### src/rtl/wdog_pkg.sv
package wdog_pkg;
  localparam int MODE_W = 3;
  typedef logic [1:0] wd_sel_t;

  // Exponent step above the base for each timeout code (uneven on purpose).
  function automatic logic [2:0] sel_shift(input wd_sel_t s);
    case (s)
      2'd0:    return 3'd0;
      2'd1:    return 3'd1;
      2'd2:    return 3'd2;
      default: return 3'd4;
    endcase
  endfunction
endpackage

### src/rtl/wdog_por.sv
module wdog_por #(
  parameter int POR_TICKS = 64
) (
  input  logic clk,
  input  logic rst_n,
  input  logic tick_i,
  output logic hold_o
);
  localparam int PW = $clog2(POR_TICKS + 1);
  localparam logic [PW-1:0] LAST = PW'(POR_TICKS - 1);

  logic [PW-1:0] cnt_q;

  always_ff @(posedge clk or negedge rst_n) begin
    if (!rst_n) begin
      hold_o <= 1'b1;
      cnt_q  <= '0;
    end else if (hold_o && tick_i) begin
      if (cnt_q == LAST) hold_o <= 1'b0;
      cnt_q <= cnt_q + 1'b1;
    end
  end

  // once released, the hold never comes back before a reset
  a_r8_hold_stays_low: assert property (@(posedge clk) disable iff (!rst_n)
    !hold_o |=> !hold_o);
endmodule

### src/rtl/wdog_cfg.sv
module wdog_cfg
  import wdog_pkg::*;
(
  input  logic              clk,
  input  logic              rst_n,
  input  logic              mode_we_i,
  input  logic [MODE_W-1:0] mode_wdata_i,
  output wd_sel_t           sel_o,
  output logic              keep_o,
  output logic              armed_o
);
  always_ff @(posedge clk or negedge rst_n) begin
    if (!rst_n) begin
      sel_o   <= 2'd0;
      keep_o  <= 1'b0;
      armed_o <= 1'b0;
    end else if (mode_we_i) begin
      sel_o   <= mode_wdata_i[1:0];
      keep_o  <= mode_wdata_i[2];
      armed_o <= 1'b1;
    end
  end

  // a write arms the watchdog, and arming is sticky
  a_r2_write_arms: assert property (@(posedge clk) disable iff (!rst_n)
    mode_we_i |=> armed_o);
  a_r2_arm_sticky: assert property (@(posedge clk) disable iff (!rst_n)
    armed_o |=> armed_o);
endmodule

### src/rtl/wdog_counter.sv
module wdog_counter
  import wdog_pkg::*;
#(
  parameter int BASE_LOG2 = 12
) (
  input  logic    clk,
  input  logic    rst_n,
  input  logic    tick_i,
  input  logic    kick_i,
  input  logic    run_i,
  input  wd_sel_t sel_i,
  output logic    bite_o
);
  localparam int CW = BASE_LOG2 + 4;

  logic [CW-1:0] cnt_q;
  logic [CW-1:0] term;
  logic          hit;

  // Terminal value 2^(BASE_LOG2+shift)-1 from an all-ones word.
  always_comb begin
    term = {CW{1'b1}} >> (3'd4 - sel_shift(sel_i));
    hit  = (cnt_q >= term);
  end

  always_ff @(posedge clk or negedge rst_n) begin
    if (!rst_n) begin
      cnt_q  <= '0;
      bite_o <= 1'b0;
    end else begin
      bite_o <= 1'b0;
      if (kick_i) begin
        cnt_q <= '0;
      end else if (run_i && tick_i) begin
        if (hit) begin
          cnt_q  <= '0;
          bite_o <= 1'b1;
        end else begin
          cnt_q <= cnt_q + 1'b1;
        end
      end
    end
  end

  // reset request is a single-clock pulse
  a_r5_single_pulse: assert property (@(posedge clk) disable iff (!rst_n)
    bite_o |=> !bite_o);
  // refresh zeroes the count and suppresses a request
  a_r6_kick_clears: assert property (@(posedge clk) disable iff (!rst_n)
    kick_i |=> (cnt_q == '0) && !bite_o);
  // without permission to run the count is frozen
  a_r7_frozen: assert property (@(posedge clk) disable iff (!rst_n)
    (!run_i && !kick_i) |=> $stable(cnt_q));
endmodule

### src/rtl/wdog_top.sv
module wdog_top
  import wdog_pkg::*;
#(
  parameter int BASE_LOG2 = 12,
  parameter int POR_TICKS = 64
) (
  input  logic              clk,
  input  logic              rst_n,
  input  logic              tick_i,
  input  logic              kick_i,
  input  logic              mode_we_i,
  input  logic [MODE_W-1:0] mode_wdata_i,
  input  logic              en_i,
  input  logic              stop_i,
  output logic              bite_o,
  output logic              por_hold_o
);
  wd_sel_t sel;
  logic    keep, armed, run;

  wdog_por #(.POR_TICKS(POR_TICKS)) u_por (
    .clk(clk), .rst_n(rst_n), .tick_i(tick_i), .hold_o(por_hold_o)
  );

  wdog_cfg u_cfg (
    .clk(clk), .rst_n(rst_n), .mode_we_i(mode_we_i), .mode_wdata_i(mode_wdata_i),
    .sel_o(sel), .keep_o(keep), .armed_o(armed)
  );

  // Counting permission: armed, enabled, past power-on, and not frozen by stop.
  assign run = armed && en_i && !por_hold_o && !(stop_i && !keep);

  wdog_counter #(.BASE_LOG2(BASE_LOG2)) u_cnt (
    .clk(clk), .rst_n(rst_n), .tick_i(tick_i), .kick_i(kick_i),
    .run_i(run), .sel_i(sel), .bite_o(bite_o)
  );

  // no request during the power-on hold
  a_r8_quiet_in_hold: assert property (@(posedge clk) disable iff (!rst_n)
    por_hold_o |-> !bite_o);
  // a disarmed watchdog stays silent
  a_r1_disarmed_silent: assert property (@(posedge clk) disable iff (!rst_n)
    !armed |-> !bite_o);
endmodule

### config.mk
export PLATFORM = sky130hd
export DESIGN_NAME = wdog_top
export DESIGN_NICKNAME = d
export VERILOG_FILES = /design/src/rtl/wdog_pkg.sv /design/src/rtl/wdog_por.sv /design/src/rtl/wdog_cfg.sv /design/src/rtl/wdog_counter.sv /design/src/rtl/wdog_top.sv
export SDC_FILE = /design/constraint.sdc
export NUM_CORES = 1
export LEC_CHECK = 0
export BUFFER_PORTS_ARGS = -buffer_cell sky130_fd_sc_hd__buf_4
export CAP_MARGIN = 30
export CORE_MARGIN = 2
export CORE_UTILIZATION = 50
export DETAILED_ROUTE_END_ITERATION = 16
export GPL_TIMING_DRIVEN = 0
export PLACE_DENSITY = 0.79
export SLEW_MARGIN = 10
export SYNTH_ARGS = -nofsm -noshare
export SYNTH_HDL_FRONTEND = slang
export SYNTH_SLANG_ARGS = --single-unit
### constraint.sdc
create_clock -name clk -period 2.8 [get_ports clk]
set_input_delay 0.56 -clock clk [delete_from_list [all_inputs] [get_ports clk]]
set_output_delay 0.56 -clock clk [all_outputs]
set_load 0.01 [all_outputs]
==> flow_summary.toml, run 1 <==
[outcome]
status = "completed"

[floorplan]
std_cell_rows = 20
die_x_um = 61.13
io-pin-count = 12
core_area_sq_um = 3078
die-area_sq_um = 3736
start_util = 0.5301
die_h_um = 61.13

[critical_path]
crit_path_end_kind = "flop"
crit_type = "flop to flop"
required_ns = 3.06
critPathMaxFanout = 9
cp.arrival_ns = 2.77
worstSetupStartpointType = "flop"

[sta]
worstMarginPinSlew_ns = 0.5991
rsz0062_at_grt = "false"
slew_headroom = 0.5969
skew_ns = 0.01332
hold_violations = 0
finalCriticalPeriod_ns = 2.515
fmax_mhz = 397.7
period_share = 0.8981
slew_viol_final = 0
setup_viol = 0
fin_tns_setup_ns = 0

[clock_tree]
post_cts_buffers = 0
ctsHoldBuffers = 0
post_cts_resized = 0
cts_made_buffers = 5
cts_tree = "built"
cts_buffer_depth = 2
path_clk_slew_ns = 0.10
cts-root-buf = "clkbuf_4"
clkLatencyLatePin_ns = 0.35
clock_sinks = 29
htree_levels = 2

[placement]
io_buffers = 10
place_hpwl_um = 2551
dpl_cell_area_sq_um = 1762
gp_congestion = 0.8950

[run]
max-cap-violations = 0

[cells_and_area]
design_area_sq_um = 1838
drive_gt1_frac = 0.1658
syn_to_final_growth_pct = 12.65
fill_cells = 283
n_antenna_cell = 0
nNetsFinal = 209

[global_routing]
grt_max_degree = 30
grt-ovfl-total = 0
grtUsageTotal = 0.2337
antenna_found_initial = 0
grt_pass1_vias = 1426
grt_pass1_wl_um = 6244

[route]
num_vias = 1396
first_pass_iters = 4
wl_met2_um = 1793
drt_iter0_drc = 112
top_layer = "met4"
routed_wl_um = 3525
wl_per_cell_um = 14.87
route.layer.met1.wl_um = 1474
drc = 0
antenna_left = 0
viasPerCell = 5.890
dr_wl_met3_um = 171

[pwr]
power_density_nw_per_um2 = 443.3
max-vdd-ir-drop_mv = 0.2788
p_leak_nw = 0.7827

[synthesis]
synth_ff_type = "dfrtp_1"
ys_seq_area_frac = 0.4456
synth-edff-count = 0
ys_types = 40
synth_seq_cells = 29
avgSynthCellArea_sq_um = 9.323
synth.net_count = 192
netlist_area_sq_um = 1632
synth_cells = 175
async_flop_share = 1.000
yosys_warnings = 0

[hold_path]
hp-class = "input pin to async pin"
-- cells in the final DEF, fill, tap and decap left out, types with 2 or more instances in the layout --
cell type,count
and3_1,2
nand4_1,4
nor3_1,4
mux2_2,2
nand2_1,22
o21ai_0,7
dfrtp_1,28
a31oi_1,10
nand3_1,24
nor2_1,4
or4_1,4
xnor2_1,4
inv_1,5
or3_2,2
or3_1,7
buf_4,11
nand3b_1,2
and4_1,3
xor2_1,2
o21a_1,2
or2_2,2
a21oi_1,6
clkbuf_4,5
a21o_1,2
clkbuf_1,2
ha_1,7
nor4_1,4
-- metrics by stage --
| stage | worst slack, ns | hold WS [ns] | instances | util | total power [W] |
|---|---|---|---|---|---|
| finish | 0.2855 | 0.1169 | 237 | 0.5972 | 0.0008148 |
| global route | 0.05387 | 0.1323 | 237 | 0.5972 | 0.0008484 |
| CTS | 0.2919 | 0.1228 | 237 | 0.5972 | 0.0008192 |
| detailed placement | 0.3286 | 0.4533 | 229 | 0.5724 | 0.0004895 |
| global placement | 0.4388 | 0.4517 | 229 | 0.5724 | 0.0004859 |
| floorplan | 0.6611 | 0.2644 | 175 | - | 0.0004615 |
-- cell usage after synthesis (3+ instances only) --
| library cell | instances | share of area |
|---|---|---|
| dfrtp_1 | 28 | 0.43 |
| nand3_1 | 24 | 0.074 |
| nand2_1 | 22 | 0.051 |
| a31oi_1 | 10 | 0.038 |
| ha_1 | 7 | 0.054 |
| o21ai_0 | 7 | 0.021 |
| or3_1 | 7 | 0.027 |
| a21oi_1 | 6 | 0.018 |
| inv_1 | 5 | 0.012 |
| nand4_1 | 4 | 0.015 |
| nor2_1 | 4 | 0.0092 |
| nor3_1 | 4 | 0.012 |
| nor4_1 | 4 | 0.015 |
| or4_1 | 4 | 0.018 |
| xnor2_1 | 4 | 0.021 |
| and4_1 | 3 | 0.016 |
-- critical path, stage by stage, from the launching register on --
cell     delay, ns
dfrtp_1       0.38
nand2_1       0.08
ha_1          0.30
and3_1        0.21
o21ai_0       0.30
nand4_1       0.38
or4_1         0.57
a31oi_1       0.20
-- routing by layer --
metal / vias to the layer above / global-route usage
met5: - / 0
met4: 0 / 0.1522
met3: 10 / 0.05462
met2: 42 / 0.3951
met1: 664 / 0.2627
li1: 680 / -
-- path summary, 6_finish.rpt --
path                                                  from                    endpoint  slack, ns  cells after the start
worst max register to register  u_cfg.sel_o[0]$_DFFE_PN0P_  u_cnt.cnt_q[9]$_DFFE_PN0P_       0.29                      7
worst max-delay path            u_cfg.sel_o[0]$_DFFE_PN0P_  u_cnt.cnt_q[9]$_DFFE_PN0P_       0.29                      7
min in group clk                           mode_wdata_i[1]  u_cfg.sel_o[1]$_DFFE_PN0P_       0.41                      3
max in group asynchronous                            rst_n    u_por.hold_o$_DFFE_PN1P_       2.36                      1
worst min-delay path                                 rst_n  u_cfg.sel_o[1]$_DFFE_PN0P_       0.12                      1
worst min register to register   u_cfg.armed_o$_DFFE_PN0P_   u_cfg.armed_o$_DFFE_PN0P_       0.47                      1
-- registers in the layout, indices dropped and copies added, names as in the netlist --
signal and cells:
u_cfg.armed_o 1, u_por.hold_o 1, u_cnt.bite_o 1, u_por.cnt_q 7, u_cfg.sel_o 2, u_cfg.keep_o 1
u_cnt.cnt_q 16
-- cells by family (layout without fill, tap and decap cells) --
logic type                 count (synthesis)  count (layout)  synth area share
and+or+nand+nor                           91              91            0.3129
AOI/OAI and AO/OA                         29              29            0.1058
DFF                                       29              29            0.4456
buffers and inverters                     10              28           0.03374
adders and majority gates                  7               7           0.05368
xor gates and xnor gates                   6               6           0.03221
muxes                                      2               2           0.01380
other                                      1               1          0.002298
-- cell type report --
type / count / area [sq um] / share of cell area
multi-input cells: 136 / 849.6 / 0.4622
inverters: 5 / 18.77 / 0.01021
clock inverters: 2 / 35.03 / 0.01906
clock buffers: 6 / 41.29 / 0.02246
plain buffers: 5 / 36.28 / 0.01974
flip-flops and latches: 29 / 726.9 / 0.3955
well taps: 44 / 55.05 / 0.02995
repair buffers: 10 / 75.07 / 0.04084
-- report_power, final --
part           leakage, nW  internal (W)  switching, W
registers            0.390      0.000424    0.00000413
clock network       0.0422      0.000187      0.000147
logic                0.351     0.0000195     0.0000338
Note: power is estimated with default switching activity, not from simulation.
==> run 2, diff against run 1 <==
Settings changed: CORE_UTILIZATION 50 to 59, PLACE_DENSITY 0.79 to 0.89, SKIP_LAST_GASP from default to 1.
==> run 2 against run 1 <==
Total power increased by 3.2%. Fmax up 2.8%. Die area fell by 14%. Count of clock-buffer cells in the layout up 1. Sequential power about the same. Clock power up 7.5%. Final cell count shrank 5.5%. Critical path depth did not move. Combinational power increased by 0.9%. Setup slack better by 0.069 ns. Largest power group unchanged. Via count up 3.3%. Core utilization increased by 8.4 points.
==> flow_summary.toml, run 2 (same netlist as run 1, synthesis figures left out) <==
[outcome]
status = "completed"

[cells_and_area]
regMostFlops = "u_cnt.cnt_q"
top_regs = "u_cnt.cnt_q (16), u_por.cnt_q (7), u_cfg.sel_o (2)"
layout_commonest_cell = "dfrtp_1"
largest_reg_flops = 16
final_cells = 224
nNetsFinal = 209
layout_common_cells = "dfrtp_1, nand3_1, nand2_1"
n_antenna_cell = 0
syn_to_final_growth_pct = 12.19
drive_gt1_frac = 0.1658

[sta]
setup_viol = 0
period_share = 0.8735
fmax_mhz = 408.9
hold_violations = 0
finalCriticalPeriod_ns = 2.446
rsz0062_at_grt = "false"
slew_viol_final = 0
fin_tns_setup_ns = 0
skew_ns = 0.003664
slew_headroom = 0.6286
worstMarginPinSlew_ns = 0.5528

[critical_path]
worst_r2r_path_depth = 7
required_ns = 3.06
crit_path_end_kind = "flop"
r2r-start = "u_cfg.sel_o[1]$_DFFE_PN0P_"
crit_end = "u_cnt.cnt_q[9]$_DFFE_PN0P_"
crit_type = "flop to flop"
worstSetupStartpointType = "flop"
reg2reg_to = "u_cnt.cnt_q[9]$_DFFE_PN0P_"
critPathMaxFanout = 9
crit_start = "u_cfg.sel_o[1]$_DFFE_PN0P_"
cp.arrival_ns = 2.71
regToRegSetupSlack_ns = 0.35

[pwr]
power_frac_clock = 0.427
p_comb_frac = 0.064
power_density_nw_per_um2 = 459.5
p_leak_nw = 0.7860
swShare = 0.2196
max-vdd-ir-drop_mv = 0.4360
p_seq_frac = 0.509
power.switching_w = 0.0001847
intPower_w = 0.0006564
power_w = 0.0008412

[hold_path]
hp-class = "input pin to async pin"

[placement]
io_buffers = 10
gp_congestion = 0.9360
dp_cells = 216
place_hpwl_um = 2545

[route]
drt_iter0_drc = 77
antenna_left = 0
num_vias = 1442
first_pass_iters = 6
drc = 0
routed_wl_um = 3521
viasPerCell = 6.438
wl_per_cell_um = 15.72

[clock_tree]
post_cts_resized = 0
ctsHoldBuffers = 0
cts_buffer_depth = 2
clkLatencyLatePin_ns = 0.33
htree_levels = 2
cts_made_buffers = 5
cts_tree = "built"
clock_sinks = 29
post_cts_buffers = 0
cts-root-buf = "clkbuf_4"
path_clk_slew_ns = 0.09

[global_routing]
grt_max_degree = 30
grt_pass1_wl_um = 6161
antenna_found_initial = 0
grt-ovfl-total = 0
grt_pass1_vias = 1386
grtUsageTotal = 0.2517

[floorplan]
die-area_sq_um = 3202
start_util = 0.6074
die_h_um = 56.59
die_x_um = 56.59
io-pin-count = 12
std_cell_rows = 19
core_area_sq_um = 2686

[run]
max-cap-violations = 0
-- run 2: power by group through the flow --
| stage | Sequential [W] | Clock (W) | Combinational [W] |
|---|---|---|---|
| global route | 0.000429 | 0.000388 | 0.0000623 |
| finish | 0.000428 | 0.000359 | 0.0000538 |
| detailed placement | 0.000436 | 0 | 0.0000539 |
| floorplan | 0.000435 | 0 | 0.0000262 |
| CTS | 0.000428 | 0.000368 | 0.0000543 |
| global placement | 0.000436 | 0 | 0.0000495 |
-- run 2: worst min-delay path by stage --
stage	start	end	slack [ns]	cells past startpoint
after detailed placement	u_por.cnt_q[2]$_DFFE_PN0P_	u_por.cnt_q[2]$_DFFE_PN0P_	0.47	1
after global routing	rst_n	u_cnt.cnt_q[3]$_DFFE_PN0P_	0.14	1
after floorplan	rst_n	u_cfg.armed_o$_DFFE_PN0P_	0.26	0
final	rst_n	u_cnt.cnt_q[10]$_DFFE_PN0P_	0.13	1
after CTS	rst_n	u_cfg.sel_o[0]$_DFFE_PN0P_	0.13	1
after global placement	u_cfg.armed_o$_DFFE_PN0P_	u_cfg.armed_o$_DFFE_PN0P_	0.46	1
-- run 2: layout make-up --
| class | count | area (sq um) |
|---|---|---|
| Multi-Input combinational cell | 136 | 849.6 |
| Timing Repair Buffer | 10 | 75.07 |
| Clock inverter | 1 | 30.03 |
| Tap cell | 31 | 38.79 |
| Inverter | 5 | 18.77 |
| Clock buffer | 7 | 55.05 |
| Fill cell | 212 | 855.8 |
| Buffer | 5 | 36.28 |
| Sequential cell | 29 | 726.9 |
-- run 2: metal layers --
metal / GRT usage / part of all wire / wire length, um
met1: 0.2894 / 0.40 / 1394
met2: 0.4286 / 0.52 / 1821
met3: 0.07604 / 0.071 / 249
met4: 0.1122 / 0.016 / 55
met5: 0 / 0 / 0
-- run 2: through the flow --
step	area (sq um)	worst slack (ns)	hold WS, ns	util
2_1_floorplan	1632	0.6611	0.2644	-
3_3_place_gp	1745	0.4511	0.4563	0.6497
3_5_place_dp	1745	0.3806	0.4660	0.6497
4_1_cts	1831	0.3753	0.1306	0.6814
5_1_grt	1831	0.1846	0.1416	0.6814
6_report	1831	0.3542	0.1264	0.6814
-- run 2: critical path, stage by stage (launching register included) --
cell and delay (ns):
dfrtp_1 0.37, nand2_1 0.10, ha_1 0.31, and3_1 0.20, o21ai_0 0.28, nand4_1 0.35
or4_1 0.59, a31oi_1 0.17
